`config.mk`:
```
export PLATFORM = sky130hd
export DESIGN_NAME = usb_irq_status
export DESIGN_NICKNAME = d
export VERILOG_FILES = /design/src/rtl/usb_irq_pkg.sv /design/src/rtl/usb_irq_sticky.sv /design/src/rtl/usb_irq_ctrl_reg.sv /design/src/rtl/usb_irq_dma_summary.sv /design/src/rtl/usb_irq_line.sv /design/src/rtl/usb_irq_status.sv
export SDC_FILE = /design/constraint.sdc
export NUM_CORES = 1
export LEC_CHECK = 0
export ABC_AREA = 1
export ABC_CLOCK_PERIOD_IN_PS = 1000
export CORE_MARGIN = 5
export CORE_UTILIZATION = 44
export CTS_CLUSTER_SIZE = 40
export DETAILED_ROUTE_END_ITERATION = 8
export PLACE_DENSITY = 0.87
export SYNTH_ARGS = -nofsm -noshare
export SYNTH_HDL_FRONTEND = slang
export SYNTH_SLANG_ARGS = --single-unit
```
`constraint.sdc`:
```
create_clock -name clk -period 1 [get_ports clk]
set_input_delay 0.1 -clock clk [delete_from_list [all_inputs] [get_ports clk]]
set_output_delay 0.1 -clock clk [all_outputs]
set_load 0.05 [all_outputs]
```
`src/rtl/usb_irq_pkg.sv`:
```
package usb_irq_pkg;

    localparam int STAT_W    = 32;
    localparam int BUS_EVT_W = 5;
    localparam int DMA_BIT   = 5;
    localparam int EP_BASE   = 8;
    localparam int MAX_EP    = 8;

    typedef enum logic [1:0] {
        REG_STATUS    = 2'd0,
        REG_ENABLE    = 2'd1,
        REG_REASON    = 2'd2,
        REG_REASON_EN = 2'd3
    } reg_sel_e;

    typedef enum logic {
        SUM_IDLE,
        SUM_ACTIVE
    } sum_state_e;

    typedef enum logic {
        LINE_LOW,
        LINE_HIGH
    } line_state_e;

    // Bits of the status word that latch hardware events directly
    function automatic logic [STAT_W-1:0] latch_mask(input int n_ep);
        logic [STAT_W-1:0] m;
        m = '0;
        for (int b = 0; b < BUS_EVT_W; b++) m[b] = 1'b1;
        for (int e = 0; e < 2 * n_ep; e++) m[EP_BASE + e] = 1'b1;
        return m;
    endfunction

    function automatic logic [STAT_W-1:0] low_mask(input int w);
        logic [STAT_W-1:0] m;
        m = '0;
        for (int b = 0; b < w; b++) m[b] = 1'b1;
        return m;
    endfunction

endpackage

```
`src/rtl/usb_irq_sticky.sv`:
```
module usb_irq_sticky #(
    parameter int          W    = 32,
    parameter logic [W-1:0] KEEP = '1
) (
    input  logic         clk,
    input  logic         rst_n,
    input  logic [W-1:0] set_i,
    input  logic [W-1:0] clr_i,
    output logic [W-1:0] q_o
);
    logic [W-1:0] q_r;

    always_ff @(posedge clk) begin
        if (!rst_n) q_r <= '0;
        else        q_r <= ((q_r & ~clr_i) | set_i) & KEEP;
    end

    assign q_o = q_r;
endmodule

```
`src/rtl/usb_irq_ctrl_reg.sv`:
```
module usb_irq_ctrl_reg #(
    parameter int          W    = 32,
    parameter logic [W-1:0] KEEP = '1
) (
    input  logic         clk,
    input  logic         rst_n,
    input  logic         we_i,
    input  logic [W-1:0] d_i,
    output logic [W-1:0] q_o
);
    logic [W-1:0] q_r;

    always_ff @(posedge clk) begin
        if (!rst_n)    q_r <= '0;
        else if (we_i) q_r <= d_i & KEEP;
    end

    assign q_o = q_r;
endmodule

```
`src/rtl/usb_irq_dma_summary.sv`:
```
module usb_irq_dma_summary
    import usb_irq_pkg::*;
(
    input  logic clk,
    input  logic rst_n,
    input  logic pending_i,
    input  logic ack_i,
    output logic active_o
);
    sum_state_e state_q, state_d;

    always_ff @(posedge clk) begin
        if (!rst_n) state_q <= SUM_IDLE;
        else        state_q <= state_d;
    end

    always_comb begin
        state_d = state_q;
        unique case (state_q)
            SUM_IDLE:   if (pending_i) state_d = SUM_ACTIVE;  // arm
            SUM_ACTIVE: if (ack_i)     state_d = SUM_IDLE;    // ack
            default:                   state_d = SUM_IDLE;
        endcase
    end

    always_comb begin
        active_o = (state_q == SUM_ACTIVE);
    end
endmodule

```
`src/rtl/usb_irq_line.sv`:
```
module usb_irq_line
    import usb_irq_pkg::*;
(
    input  logic clk,
    input  logic rst_n,
    input  logic any_i,
    output logic irq_o
);
    line_state_e state_q, state_d;

    always_ff @(posedge clk) begin
        if (!rst_n) state_q <= LINE_LOW;
        else        state_q <= state_d;
    end

    always_comb begin
        state_d = state_q;
        unique case (state_q)
            LINE_LOW:  if (any_i)  state_d = LINE_HIGH;  // raise
            LINE_HIGH: if (!any_i) state_d = LINE_LOW;   // drop
            default:               state_d = LINE_LOW;
        endcase
    end

    always_comb begin
        irq_o = (state_q == LINE_HIGH);
    end
endmodule

```
`src/rtl/usb_irq_status.sv`:
```
module usb_irq_status
    import usb_irq_pkg::*;
#(
    parameter int NUM_EP = 8,
    parameter int DMA_W  = 4
) (
    input  logic                 clk,
    input  logic                 rst_n,
    input  logic [BUS_EVT_W-1:0] bus_evt,
    input  logic [NUM_EP-1:0]    ep_rx_evt,
    input  logic [NUM_EP-1:0]    ep_tx_evt,
    input  logic [DMA_W-1:0]     dma_evt,
    input  logic                 bus_wr,
    input  logic [1:0]           bus_addr,
    input  logic [STAT_W-1:0]    bus_wdata,
    output logic [STAT_W-1:0]    bus_rdata,
    output logic                 irq_o
);
    localparam logic [STAT_W-1:0] LATCH_KEEP  = latch_mask(NUM_EP);
    localparam logic [STAT_W-1:0] DMA_ONE     = STAT_W'(1) << DMA_BIT;
    localparam logic [STAT_W-1:0] ENABLE_KEEP = LATCH_KEEP | DMA_ONE;
    localparam logic [STAT_W-1:0] REASON_KEEP = low_mask(DMA_W);

    reg_sel_e sel;
    logic [STAT_W-1:0] event_vec, status_clr, reason_clr, reason_set;
    logic [STAT_W-1:0] latched_q, enable_q, reason_q, reason_en_q, status_view;
    logic              we_enable, we_reason_en, dma_ack, dma_pending, dma_active;

    assign sel = reg_sel_e'(bus_addr);

    // Event vector assembly
    always_comb begin
        event_vec = '0;
        event_vec[BUS_EVT_W-1:0] = bus_evt;
        for (int n = 0; n < NUM_EP; n++) begin
            event_vec[EP_BASE + 2*n]     = ep_rx_evt[n];
            event_vec[EP_BASE + 2*n + 1] = ep_tx_evt[n];
        end
        reason_set = '0;
        reason_set[DMA_W-1:0] = dma_evt;
    end

    always_comb begin
        status_clr   = (bus_wr && sel == REG_STATUS) ? bus_wdata : '0;
        reason_clr   = (bus_wr && sel == REG_REASON) ? bus_wdata : '0;
        we_enable    = bus_wr && sel == REG_ENABLE;
        we_reason_en = bus_wr && sel == REG_REASON_EN;
        dma_ack      = status_clr[DMA_BIT];
        dma_pending  = |(reason_q & reason_en_q);
    end

    usb_irq_sticky #(.W(STAT_W), .KEEP(LATCH_KEEP)) u_status (
        .clk(clk), .rst_n(rst_n), .set_i(event_vec), .clr_i(status_clr), .q_o(latched_q)
    );

    usb_irq_sticky #(.W(STAT_W), .KEEP(REASON_KEEP)) u_reason (
        .clk(clk), .rst_n(rst_n), .set_i(reason_set), .clr_i(reason_clr), .q_o(reason_q)
    );

    usb_irq_ctrl_reg #(.W(STAT_W), .KEEP(ENABLE_KEEP)) u_enable (
        .clk(clk), .rst_n(rst_n), .we_i(we_enable), .d_i(bus_wdata), .q_o(enable_q)
    );

    usb_irq_ctrl_reg #(.W(STAT_W), .KEEP(REASON_KEEP)) u_reason_en (
        .clk(clk), .rst_n(rst_n), .we_i(we_reason_en), .d_i(bus_wdata), .q_o(reason_en_q)
    );

    usb_irq_dma_summary u_dma_sum (
        .clk(clk), .rst_n(rst_n), .pending_i(dma_pending), .ack_i(dma_ack), .active_o(dma_active)
    );

    always_comb begin
        status_view = latched_q;
        status_view[DMA_BIT] = dma_active;
    end

    usb_irq_line u_line (
        .clk(clk), .rst_n(rst_n), .any_i(|(status_view & enable_q)), .irq_o(irq_o)
    );

    always_comb begin
        unique case (sel)
            REG_STATUS:    bus_rdata = status_view;
            REG_ENABLE:    bus_rdata = enable_q;
            REG_REASON:    bus_rdata = reason_q;
            REG_REASON_EN: bus_rdata = reason_en_q;
            default:       bus_rdata = '0;
        endcase
    end
endmodule

```
==> impl_metrics.csv <==
group,metric,value,unit
synth,syn_avg_cell_area,6.98,um2
drt,drcViolationCount,0,
power_and_ir_drop,clock_power_share,23.5,%
critical_path,critical_path_class,"flop to output port",
placement,gp_congestion,0.853,
layout,drive_gt1_share,36.8,%
sta,timing.final.ws_setup,-0.173,ns
cts,cts_sinks,53,
sta,finalCritPeriodShare,117,%
layout,layout_common_cells,"76 x nand2_1, 52 x a21oi_1, 48 x clkdlybuf4s50_1",
drt,dr.pass1.iters,5,
placement,dpl.hpwl,5100,um
placement,port_buffers,74,
power_and_ir_drop,p_leak,0.00163,uW
drt,drt-wirelength-per-cell,14.0,um
placement,place_inst,495,
critical_path,crit_path_max_fanout,2,
global_routing,first_global_vias,2643,
power_and_ir_drop,p_total,4960,uW
floorplan,die_h,84.4,um
floorplan,start_util,44.8,%
critical_path,worstPathRequired,0.90,ns
synth,synth_top_cell_by_area,"dfxtp_1",
synth,netlist_area,0.00244,mm2
sta,finalClockSkew,0.00285,ns
cts,clockBufferDepth,2,
sta,fmax,853,MHz
layout,final_util,75.1,%
power_and_ir_drop,p_comb_share,28.7,%
layout,layout_commonest_cell,"nand2_1",
layout,antenna_cells,0,
global_routing,overflow,0,
run_status,status,"finished, violations left",
drt,viasPerCell,5.04,
placement,dp_slack,-0.672,ns
global_routing,grt_pass1_wl,11800,um
cts,clk_pin_slew,0.09,ns
sta,setup_viol,22,
critical_path,crit_chain,"inv_2 -> o2111ai_4 -> buf_12",
cts,clk_latency,0.30,ns
drt,first_iter_violations,120,
floorplan,ios,95,
cts,cts_inserted_buffers,5,
power_and_ir_drop,power_frac_seq,47.8,%
run_status,violations,"setup timing",
layout,final_cells,520,
cts,htree_num_levels,2,
critical_path,cp_slowest_cell,"dfxtp_2",
hold_path,hold_path.class,"input port to flop",
critical_path,critPathArrivalTime,1.07,ns
power_and_ir_drop,switching_share,30.9,%
layout,area_growth,67.6,%
sta,rsz0062_at_grt,"yes",
synth,ys_types,20,
power_and_ir_drop,p_per_area,1210,mW/mm2
cts,root_buffer,"clkbuf_8",
synth,ys_seq_area_share,43.6,%
drt,via_count,2619,
synth,syn-instance-count,349,
power_and_ir_drop,p_int,3420,uW
floorplan,rows,27,
drt,postRouteAntennaNets,0,
synth,netlist.area_leader.share,43.6,%
synth,synth_area_leaders,"dfxtp_1 44%, nand2_1 13%, a21oi_1 11%",
cts,tritoncts,"done",
cts,ctsHoldBuffers,0,
synth,ys.warnings.count,0,
global_routing,antenna_found_initial,0,
drt,wl,7290,um
global_routing,grt_usage,20.3,%
floorplan,die_width,84.4,um
sta,finalMaxSlewViolations,0,
global_routing,grt_max_degree,41,
layout,nets,509,
sta,hold_viol,0,
synth,ys_ff_latch,53,
critical_path,cp-start-kind,"flop",
job,maxCapViolCount,0,
floorplan,die_area,0.00713,mm2
floorplan,core,0.00544,mm2
power_and_ir_drop,p_switching,1530,uW
power_and_ir_drop,peakVddDrop,809,uV
critical_path,critPathCaptureType,"output port",
critical_path,slowest_delay,0.35,ns
sta,final.min_clock_period,1.17,ns
==> metrics by stage <==
step | TNS [ns] | cell area, um2 | hold WS, ns
floorplan | -0.468 | 2640 | 0.217
global placement | -41.40 | 3680 | 0.469
detailed placement | -43.85 | 3680 | 0.476
CTS | -2.24 | 4040 | 0.327
global route | -3.14 | 4080 | 0.350
finish | -2.23 | 4080 | 0.330
==> path summary, 6_finish.rpt <==
path                              endpoint                            start  slack [ns]  cells after the start
min             u_reason.q_o[1]$_SDFF_PN0_                       dma_evt[1]        0.33                      3
max                           bus_rdata[1]  u_reason_en.q_o[1]$_SDFFE_PN0P_       -0.17                      3
max reg2reg  u_dma_sum.active_o$_SDFF_PN0_  u_reason_en.q_o[1]$_SDFFE_PN0P_        0.06                      5
min reg2reg  u_enable.q_o[21]$_SDFFE_PN0P_    u_enable.q_o[21]$_SDFFE_PN0P_        0.48                      2
==> cell type report <==
type	instances	area, um2
multi-input combinational	240	1380
fill	417	1360
timing repair buffer	105	1250
sequential	53	1110
inverter	41	169
tap	72	90.1
clock buffer	8	80.1
timing repair inverter	1	8.76
==> layer usage <==
metal | up-vias | wire length, um | GRT usage [%]
met5 | - | 0 | 0
met1 | 1190 | 2890 | 22.9
met4 | 0 | 105 | 6.04
met2 | 114 | 3790 | 37.4
li1 | 1304 | - | -
met3 | 11 | 500 | 5.00
==> worst max-delay path: cells and delay by family (launching register included) <==
family,cells,cell delay (ns)
flip-flops,1,0.35
buffers and inverters,2,0.22
AO/OA/AOI/OAI,1,0.20
==> cells in the mapped netlist (all sizes together) <==
| cell | number |
|---|---|
| o2111ai | 4 |
| inv | 41 |
| o21ai | 49 |
| nand4 | 2 |
| nand2 | 89 |
| nand3 | 6 |
| nor2 | 27 |
| conb | 1 |
| a211oi | 1 |
| clkbuf | 7 |
| dfxtp | 53 |
| a21oi | 52 |
| buf | 17 |
==> cell families after synthesis <==
group | synth area share, %
AO/OA/AOI/OAI | 22.5
buffers and inverters | 13.1
flip-flops | 43.6
other | 0.154
AND/OR/NAND/NOR | 20.6
==> power by group through the flow <==
stage          sequential (uW)  combinational (uW)  clock, uW
2_1_floorplan             2380                 698          0
3_3_place_gp              2370                1280          0
3_5_place_dp              2380                1300          0
4_1_cts                   2360                1400       1170
5_1_grt                   2390                1510       1270
6_report                  2370                1420       1170
==> registers in the layout, indices dropped and copies added (netlist names) <==
| register | flops |
|---|---|
| u_dma_sum.active_o | 1 |
| u_reason_en.q_o | 4 |
| u_reason.q_o | 4 |
| u_status.q_o | 21 |
| u_enable.q_o | 22 |
| u_line.irq_o | 1 |
==> timing repair <==
action                                  4_1_cts  5_1_grt
cloned                                        1        0
setup buffers                                14        2
endpoints found under the setup margin       74       25
resized for setup                            90       12
pin swaps                                    23        4
Note: power is estimated with default switching activity, not from simulation.
